$ cat src/rtl/gwr_pkg.sv
package gwr_pkg;

    // Edge events found on the synchronized bus lines in one system clock
    typedef struct packed {
        logic sel_rise;
        logic sel_fall;
        logic bit_strobe;
    } bus_evt_t;

endpackage

$ cat src/rtl/gwr_sync.sv
module gwr_sync #(
    parameter int          W       = 3,
    parameter int          STAGES  = 2,
    parameter logic [W-1:0] RST_VAL = '0
) (
    input  logic         clk,
    input  logic         rst_n,
    input  logic [W-1:0] din,
    output logic [W-1:0] dout
);

    logic [STAGES-1:0][W-1:0] pipe_d, pipe_q;

    always_comb begin
        pipe_d[0] = din;
        for (int i = 1; i < STAGES; i++) begin
            pipe_d[i] = pipe_q[i-1];
        end
    end

    always_ff @(posedge clk or negedge rst_n) begin
        if (!rst_n) begin
            for (int i = 0; i < STAGES; i++) begin
                pipe_q[i] <= RST_VAL;
            end
        end else begin
            pipe_q <= pipe_d;
        end
    end

    assign dout = pipe_q[STAGES-1];

endmodule

$ cat src/rtl/gwr_shift.sv
module gwr_shift
    import gwr_pkg::*;
#(
    parameter int WORD_W = 7
) (
    input  logic              clk,
    input  logic              rst_n,
    input  logic              shdn_n,
    input  logic              sel_s,
    input  logic              sclk_s,
    input  logic              sdat_s,
    output logic              load,
    output logic              full,
    output logic [WORD_W-1:0] shreg
);

    localparam int CNT_W = $clog2(WORD_W + 1);
    localparam logic [CNT_W-1:0] CNT_FULL = CNT_W'(WORD_W);

    typedef struct packed {
        logic              sel_prev;
        logic              sclk_prev;
        logic [WORD_W-1:0] bits;
        logic [CNT_W-1:0]  cnt;
    } shift_t;

    shift_t   st_d, st_q;
    bus_evt_t evt;

    always_comb begin
        evt.sel_rise   = sel_s & ~st_q.sel_prev;
        evt.sel_fall   = ~sel_s & st_q.sel_prev;
        evt.bit_strobe = ~sel_s & sclk_s & ~st_q.sclk_prev;

        st_d           = st_q;
        st_d.sel_prev  = sel_s;
        st_d.sclk_prev = sclk_s;
        if (!shdn_n) begin
            st_d.bits = '0;
            st_d.cnt  = '0;
        end else if (evt.sel_fall) begin
            st_d.cnt = '0;
        end else if (evt.bit_strobe) begin
            // new bit enters at the top so the first bit ends at bit 0
            st_d.bits = {sdat_s, st_q.bits[WORD_W-1:1]};
            if (st_q.cnt != CNT_FULL) begin
                st_d.cnt = st_q.cnt + 1'b1;
            end
        end
    end

    always_ff @(posedge clk or negedge rst_n) begin
        if (!rst_n) begin
            st_q.sel_prev  <= 1'b1;
            st_q.sclk_prev <= 1'b0;
            st_q.bits      <= '0;
            st_q.cnt       <= '0;
        end else begin
            st_q <= st_d;
        end
    end

    assign load  = evt.sel_rise;
    assign full  = (st_q.cnt == CNT_FULL);
    assign shreg = st_q.bits;

    // nothing is shifted while the synchronized select is high
    assert_ignore_R4: assert property (@(posedge clk) disable iff (!rst_n)
        (sel_s && shdn_n) |=> $stable(shreg));

endmodule

$ cat src/rtl/gwr_hold.sv
module gwr_hold #(
    parameter int WORD_W   = 7,
    parameter int GAIN_MAX = 56
) (
    input  logic              clk,
    input  logic              rst_n,
    input  logic              shdn_n,
    input  logic              txen,
    input  logic              load,
    input  logic              full,
    input  logic [WORD_W-1:0] word_in,
    output logic [WORD_W-2:0] gain_code,
    output logic              sleep,
    output logic              gain_valid,
    output logic              path_enable
);

    localparam int GAIN_W = WORD_W - 1;
    localparam logic [GAIN_W-1:0] GAIN_TOP = GAIN_W'(GAIN_MAX);

    typedef struct packed {
        logic [WORD_W-1:0] word;
        logic              valid;
    } hold_t;

    hold_t hd_d, hd_q;

    always_comb begin
        hd_d = hd_q;
        if (!shdn_n) begin
            hd_d = '0;
        end else if (load) begin
            hd_d.word = word_in;
            if (full) begin
                hd_d.valid = 1'b1;
            end
        end
    end

    always_ff @(posedge clk or negedge rst_n) begin
        if (!rst_n) begin
            hd_q <= '0;
        end else begin
            hd_q <= hd_d;
        end
    end

    always_comb begin
        if (hd_q.word[GAIN_W-1:0] > GAIN_TOP) begin
            gain_code = GAIN_TOP;
        end else begin
            gain_code = hd_q.word[GAIN_W-1:0];
        end
    end

    assign sleep       = hd_q.word[WORD_W-1];
    assign gain_valid  = hd_q.valid;
    assign path_enable = shdn_n & txen & ~sleep & hd_q.valid;

    // the stored word moves only on a load or a shutdown
    assert_hold_R3: assert property (@(posedge clk) disable iff (!rst_n)
        (shdn_n && !load) |=> $stable(hd_q.word));

    // shutdown wipes the stored word and the valid flag
    assert_shdn_R8: assert property (@(posedge clk) disable iff (!rst_n)
        !shdn_n |=> (hd_q.word == '0 && !hd_q.valid));

    // valid rises only after a load from a full shift register
    assert_valid_R10: assert property (@(posedge clk) disable iff (!rst_n)
        $rose(hd_q.valid) |-> $past(load && full));

    // the gain output never exceeds the top step
    assert_clamp_R5: assert property (@(posedge clk) disable iff (!rst_n)
        gain_code <= GAIN_TOP);

endmodule

$ cat src/rtl/gain_word_rx.sv
module gain_word_rx #(
    parameter int WORD_W      = 7,
    parameter int GAIN_MAX    = 56,
    parameter int SYNC_STAGES = 2
) (
    input  logic              clk,
    input  logic              rst_n,
    input  logic              shdn_n,
    input  logic              txen,
    input  logic              bus_sel_n,
    input  logic              bus_sclk,
    input  logic              bus_sdat,
    output logic [WORD_W-2:0] gain_code,
    output logic              sleep,
    output logic              gain_valid,
    output logic              path_enable
);

    localparam int BUS_W = 3;

    logic [BUS_W-1:0]  bus_s;
    logic              load, full;
    logic [WORD_W-1:0] shreg;

    // bit 0 select (idles high), bit 1 serial clock, bit 2 data
    gwr_sync #(
        .W       (BUS_W),
        .STAGES  (SYNC_STAGES),
        .RST_VAL (3'b001)
    ) u_sync (
        .clk   (clk),
        .rst_n (rst_n),
        .din   ({bus_sdat, bus_sclk, bus_sel_n}),
        .dout  (bus_s)
    );

    gwr_shift #(
        .WORD_W (WORD_W)
    ) u_shift (
        .clk    (clk),
        .rst_n  (rst_n),
        .shdn_n (shdn_n),
        .sel_s  (bus_s[0]),
        .sclk_s (bus_s[1]),
        .sdat_s (bus_s[2]),
        .load   (load),
        .full   (full),
        .shreg  (shreg)
    );

    gwr_hold #(
        .WORD_W   (WORD_W),
        .GAIN_MAX (GAIN_MAX)
    ) u_hold (
        .clk         (clk),
        .rst_n       (rst_n),
        .shdn_n      (shdn_n),
        .txen        (txen),
        .load        (load),
        .full        (full),
        .word_in     (shreg),
        .gain_code   (gain_code),
        .sleep       (sleep),
        .gain_valid  (gain_valid),
        .path_enable (path_enable)
    );

endmodule

$ cat config.mk
export PLATFORM = sky130hd
export DESIGN_NAME = gain_word_rx
export DESIGN_NICKNAME = d
export VERILOG_FILES = /design/src/rtl/gwr_pkg.sv /design/src/rtl/gwr_sync.sv /design/src/rtl/gwr_shift.sv /design/src/rtl/gwr_hold.sv /design/src/rtl/gain_word_rx.sv
export SDC_FILE = /design/constraint.sdc
export NUM_CORES = 1
export LEC_CHECK = 0
export ABC_CLOCK_PERIOD_IN_PS = 2770
export CAP_MARGIN = 20
export CORE_UTILIZATION = 59
export CTS_BUF_LIST = sky130_fd_sc_hd__clkbuf_4 sky130_fd_sc_hd__clkbuf_8
export DETAILED_ROUTE_END_ITERATION = 8
export GPL_ROUTABILITY_DRIVEN = 0
export PLACE_DENSITY = 0.85
export SLEW_MARGIN = 20
export SYNTH_ARGS = -nofsm -noshare
export SYNTH_HDL_FRONTEND = slang
export SYNTH_HIERARCHICAL = 1
export SYNTH_SLANG_ARGS = --single-unit
$ cat constraint.sdc
create_clock -name clk -period 2.77 [get_ports clk]
set_input_delay 0.554 -clock clk [delete_from_list [all_inputs] [get_ports clk]]
set_output_delay 0.554 -clock clk [all_outputs]
set_load 0.01 [all_outputs]
==> metrics, run 1 <==
mux cell area share after synthesis=7.982%; Final Skew=0.007548 ns; Post-CTS Resized=0; hold crit path type=flip-flop to flip-flop; die area=2092 sq um; core area=1764 sq um; final std cells w/o fill=128; hold_buf cts=0; Worst Setup End Kind=output pin; Clock power frac=27.9%; total gr overflow=0; Flop pwr share=65.8%; cell area after placement=1241 sq um; status=finished, final reports clean; Syn Inst Count=94; vias per cell=5.273; CTS Buf Count=3; port bufs=15; clock sink count=26; final-report hold violation count=0; switching share of power=21.18%; nets@finish=113; HPWL Detailed=1247 um; antenna fix cells=0; I/O pin count=16; synth-to-layout area growth=12.64%; Max-slew headroom=58.24%; DR iter-0 viols=14; CTS root buf=clkbuf_4; max_cap viols=0; Final setup violation count=0; Worst Setup Path Type=primary input to output pin; die width=45.74 um; maximum vdd ir drop=0.4016 mV; post-route ant nets=0; final wirelength=1731 um; Bufs on Longest Clock Path=2; wire length per cell=13.52 um; Comb pwr share=6.3%; Slew @ Worst Pin=0.6238 ns; max-slew violations=0; initial core utilization=63.97%; CTS tree=built; fraction of the yosys area taken by sequential cells=57.98%; Simple-Gate Fraction of Synth Area=18.63%; post-layout min period=2.308 ns; Die H=45.74 um; Leak=0.5493 nW; synth unique cells=19; # DRC=0; Final Cycle Share=83.31%; peak fanout along the critical path=2; WP data required=2.22 ns; largest family of logic cells by synthesized area=simple AND/OR/NAND/NOR gates; pin count of the biggest net entering global routing=27; Int Power=0.0004733 W; number of global-route vias before repair=591; Achievable Freq=0.4333 GHz; cell area power density=472.4 nW/um^2; clk_lat worst skew=0.31 ns; Mapped Avg Cell Area=12.01 sq um; commonest non-fill, non-tap cell in the layout=dfrtp_1; type of origin of the critical path=primary input; Row Count=15; Post CTS Setup Buffer Count=0; H-tree Lvls=1; Synth warnings=6; Final Cell Area=1271 sq um; xor-xnor portion of the synthesized cell area=0.7761%; total global-route track usage=17.97%; commonest non-fill, non-tap cells in the layout=23 x dfrtp_1, 15 x clkdlybuf4s50_1, 9 x nor2b_1, 9 x mux2i_1; placed insts=124; CTS clock-pin slew for the worst setup and hold paths=0.12 ns; post-synthesis compound-gate area fraction=3.991%; global-route wire length before repair=2608 um; hold slack final=0.3616 ns; antenna violations before repair=0; post-synthesis adder-cell area fraction=2.217%; Seq cells post-synth=26; TNS Setup=0 ns; layout cells sized above 1=11.65%; syn nets=103; CP arrival=1.75 ns; RSZ-0062 raised after global routing=no; Post-Syn Area=1129 sq um; DRT Pass-1 Iters=4; Net Sw Power=0.0001272 W; DR vias=675
[cell families after synthesis]
group	Yosys count
flops	26
compound gates	9
xor+xnor	1
buf+inv	14
simple gates	33
mux	9
fa+ha+maj	2
[path summary, 6_finish.rpt]
kind | slack [ns] | from | end | cells after the start
min in group asynchronous | 0.59 | rst_n | u_hold/sleep | 2
max | 0.46 | shdn_n | path_enable | 3
max in group asynchronous | 1.88 | rst_n | u_sync/pipe_d[3] | 2
max reg2reg | 1.13 | u_sync/dout[0] | u_hold/hd_q[5] | 4
min | 0.36 | u_sync/pipe_d[4] | u_sync/dout[1] | 0
min reg2reg | 0.36 | u_sync/pipe_d[4] | u_sync/dout[1] | 0
[cell usage after synthesis (all sizes together)]
| master | count | area, sq um |
|---|---|---|
| a21oi | 1 | 5.000 |
| and2 | 3 | 18.77 |
| and4b | 1 | 10.01 |
| buf | 10 | 80.07 |
| clkbuf | 3 | 11.26 |
| dfrtp | 23 | 575.6 |
| dfstp | 3 | 78.83 |
| ha | 2 | 25.02 |
| inv | 1 | 3.750 |
| mux2i | 9 | 90.09 |
| nand2 | 7 | 26.28 |
| nand3 | 8 | 40.04 |
| nor2 | 3 | 11.26 |
| nor2b | 9 | 56.30 |
| nor4b | 2 | 47.55 |
| o21ai | 8 | 40.04 |
| xnor2 | 1 | 8.760 |
[layer usage]
metal / GRT usage [%] / routed length, um / up-vias
met1: 23.28 / 780 / 324
li1: - / - / 323
met3: 2.381 / 65 / 4
met4: 8.824 / 22 / 0
met5: 0 / 0 / -
met2: 29.71 / 862 / 24
[critical path, cell delays in order]
cell	delay [ns]
clkdlybuf4s50_1	0.49
and4b_1	0.19
clkdlybuf4s50_1	0.53
[cell type report]
class	instances	area, sq um
Tap cell	25	31.28
Multi-Input combinational cell	54	379.1
Sequential cell	26	654.4
Clock buffer	4	30.03
Timing Repair Buffer	18	172.7
Inverter	1	3.754
Fill cell	131	493.0
[state kept, by name (all words and copies together) (netlist names)]
name	count
u_hold/sleep	1
u_shift/st_q	5
u_sync/dout	3
u_hold/gain_valid	1
u_sync/pipe_d	3
u_hold/hd_q	6
u_shift/shreg	7
[per-stage QoR]
stage	total power [W]	util [%]	setup WS, ns
2_1_floorplan	0.0004191	-	1.308
3_3_place_gp	0.0004388	70.35	0.4553
3_5_place_dp	0.0004406	70.35	0.4544
4_1_cts	0.0006090	72.06	0.4544
5_1_grt	0.0006231	72.06	0.4448
6_report	0.0006005	72.06	0.4623
[power groups by stage]
stage	sequential (W)	combinational, W	clock [W]
2_1_floorplan	0.000401	0.0000185	0
3_3_place_gp	0.000401	0.0000378	0
3_5_place_dp	0.000402	0.0000386	0
4_1_cts	0.000395	0.0000387	0.000175
5_1_grt	0.000396	0.0000419	0.000185
6_report	0.000395	0.0000381	0.000168
Power figures use the tool's default switching activity.
==> run 2, diff against run 1 <==
--- a/config.mk
+++ b/config.mk
@@ -5,13 +5,13 @@
 export SDC_FILE = /design/constraint.sdc
 export NUM_CORES = 1
 export LEC_CHECK = 0
-export ABC_CLOCK_PERIOD_IN_PS = 2770
+export ABC_CLOCK_PERIOD_IN_PS = 1870
 export CAP_MARGIN = 20
-export CORE_UTILIZATION = 59
+export CORE_UTILIZATION = 50
 export CTS_BUF_LIST = sky130_fd_sc_hd__clkbuf_4 sky130_fd_sc_hd__clkbuf_8
 export DETAILED_ROUTE_END_ITERATION = 8
 export GPL_ROUTABILITY_DRIVEN = 0
-export PLACE_DENSITY = 0.85
+export PLACE_DENSITY = 0.77
 export SLEW_MARGIN = 20
 export SYNTH_ARGS = -nofsm -noshare
 export SYNTH_HDL_FRONTEND = slang
==> constraint.sdc (replaced) <==
create_clock -name clk -period 1.87 [get_ports clk]
set_input_delay 0.374 -clock clk [delete_from_list [all_inputs] [get_ports clk]]
set_output_delay 0.374 -clock clk [all_outputs]
set_load 0.01 [all_outputs]
==> metrics, run 2 (synthesis gave the netlist of run 1 again) <==
status=finished, final reports clean (unchanged); CP arrival=1.32 ns (was 1.75 ns); Achievable Freq=0.5892 GHz; antenna violations before repair=0 (unchanged); nets@finish=116 (was 113); Int Power=0.0007225 W (was 0.0004733 W); clk_lat worst skew=0.32 ns (was 0.31 ns); HPWL Detailed=1088 um (was 1247 um); pre-CTS setup slack=-0.09088 ns (was 0.4544 ns); clock sink count=26 (unchanged); final worst slack=0.1729 ns (was 0.4623 ns); antenna fix cells=0 (unchanged); Final setup violation count=0 (unchanged); global-route wire length before repair=2732 um (was 2608 um); CTS root buf=clkbuf_4 (unchanged); type of origin of the critical path=flip-flop (was primary input); post-route ant nets=0 (unchanged); Worst Setup Path Type=flip-flop to output pin (was primary input to output pin); maximum vdd ir drop=0.5052 mV (was 0.4016 mV); Clock power frac=30.2% (was 27.9%); core area=2042 sq um (was 1764 sq um); Row Count=16 (was 15); Die H=49.51 um (was 45.74 um); port bufs=15 (unchanged); max reg flops=7 (unchanged); vias per cell=5.038 (was 5.273); Flop pwr share=63.7% (was 65.8%); I/O pin count=16 (unchanged); # DRC=0 (unchanged); die width=49.51 um (was 45.74 um); switching share of power=21.24% (was 21.18%); RSZ-0062 raised after global routing=no (unchanged); hold_buf cts=0 (unchanged); die area=2451 sq um (was 2092 sq um); max-slew violations=0 (unchanged); WP data required=1.50 ns (was 2.22 ns); final wirelength=1591 um (was 1731 um); DR vias=670 (was 675); initial core utilization=55.27% (was 63.97%); pin count of the biggest net entering global routing=27 (unchanged); Leak=0.5877 nW (was 0.5493 nW); CTS tree=built (unchanged); peak fanout along the critical path=2 (unchanged); DRT Pass-1 Iters=4 (unchanged); TNS Setup=0 ns (unchanged); commonest non-fill, non-tap cells in the layout=23 x dfrtp_1, 11 x clkdlybuf4s50_1, 9 x nor2b_1, 9 x mux2i_1 (was 23 x dfrtp_1, 15 x clkdlybuf4s50_1, 9 x nor2b_1, 9 x mux2i_1); number of global-route vias before repair=627 (was 591); layout cells sized above 1=14.15% (was 11.65%); final-report hold violation count=0 (unchanged); DR iter-0 viols=10 (was 14); crit-path cells=buf_4 > clkdlybuf4s50_1 (was clkdlybuf4s50_1 > and4b_1 > clkdlybuf4s50_1); Bufs on Longest Clock Path=2 (unchanged); # fillers=180 (was 131); Slew @ Worst Pin=0.6013 ns (was 0.6238 ns); total global-route track usage=15.06% (was 17.97%); total gr overflow=0 (unchanged); crit-path max cell delay=0.46 ns (was 0.53 ns); commonest non-fill, non-tap cell in the layout=dfrtp_1 (unchanged); CTS clock-pin slew for the worst setup and hold paths=0.14 ns (was 0.12 ns); Critical-path top delay cell=clkdlybuf4s50_1 (unchanged); post-layout min period=1.697 ns; Max-slew headroom=59.74% (was 58.24%); Final Skew=0.01068 ns (was 0.007548 ns); CTS Buf Count=3 (unchanged); synth-to-layout area growth=14.97% (was 12.64%); cell area power density=707.0 nW/um^2 (was 472.4 nW/um^2); wire length per cell=11.96 um (was 13.52 um); H-tree Lvls=1 (unchanged); Comb pwr share=6.1% (was 6.3%); hold crit path type=flip-flop to flip-flop (unchanged); Net Sw Power=0.0001949 W (was 0.0001272 W); Final Cycle Share=90.75%; max_cap viols=0 (unchanged); Worst Setup End Kind=output pin (unchanged)
[run 2: power groups by stage]
stage	clock (W)	sequential, W	combinational, W
after detailed placement	0	0.000595	0.0000575
after global routing	0.000299	0.000586	0.0000632
after CTS	0.000290	0.000584	0.0000578
after global placement	0	0.000594	0.0000564
after floorplan	0	0.000593	0.0000273
final	0.000277	0.000584	0.0000563
[run 2: what timing repair did]
action	4_1_cts	5_1_grt
setup buffers	3	0
resized for setup	4	0
setup endpoints to repair	4	0
[run 2: area by class of cell]
cell class | count | area (sq um) | share of cell area, %
Inverter | 1 | 3.754 | 0.2893
Clock buffer | 4 | 36.28 | 2.797
Multi-Input combinational cell | 54 | 379.1 | 29.22
Sequential cell | 26 | 654.4 | 50.43
Tap cell | 27 | 33.78 | 2.604
Timing Repair Buffer | 21 | 190.2 | 14.66
[run 2: path summary, 6_finish.rpt]
kind / from / end / slack [ns] / cells after the start
min reg2reg: u_sync/pipe_d[4] / u_sync/dout[1] / 0.36 / 0
min in group asynchronous: rst_n / u_hold/hd_q[5] / 0.41 / 2
max in group asynchronous: rst_n / u_shift/st_q[11] / 1.16 / 2
max reg2reg: u_shift/st_q[0] / u_shift/st_q[2] / 0.29 / 5
max: u_hold/hd_q[4] / gain_code[3] / 0.17 / 2
min: u_sync/pipe_d[4] / u_sync/dout[1] / 0.36 / 0
[run 2: metal layers]
| layer | routed length [um] | track usage [%] | share of wire (%) |
|---|---|---|---|
| met1 | 805 | 20.12 | 51 |
| met2 | 716 | 23.74 | 45 |
| met3 | 56 | 2.778 | 3.5 |
| met4 | 13 | 7.143 | 0.82 |
| met5 | 0 | 0 | 0 |
[run 2: per-stage QoR]
| step | hold slack (ns) | cell area [sq um] | power (W) | util, % | cells |
|---|---|---|---|---|---|
| 2_1_floorplan | 0.07841 | 1129 | 0.0006208 | - | 94 |
| 3_3_place_gp | 0.3339 | 1244 | 0.0006506 | 60.91 | 126 |
| 3_5_place_dp | 0.3373 | 1244 | 0.0006523 | 60.91 | 126 |
| 4_1_cts | 0.3665 | 1297 | 0.0009323 | 63.54 | 133 |
| 5_1_grt | 0.3719 | 1297 | 0.0009477 | 63.54 | 133 |
| 6_report | 0.3641 | 1297 | 0.0009174 | 63.54 | 133 |
[run 2: worst max-delay path, delay by kind of cell (launching register included)]
| kind | cells | cell delay, ns |
|---|---|---|
| buffers and inverters | 2 | 0.60 |
| DFF | 1 | 0.41 |
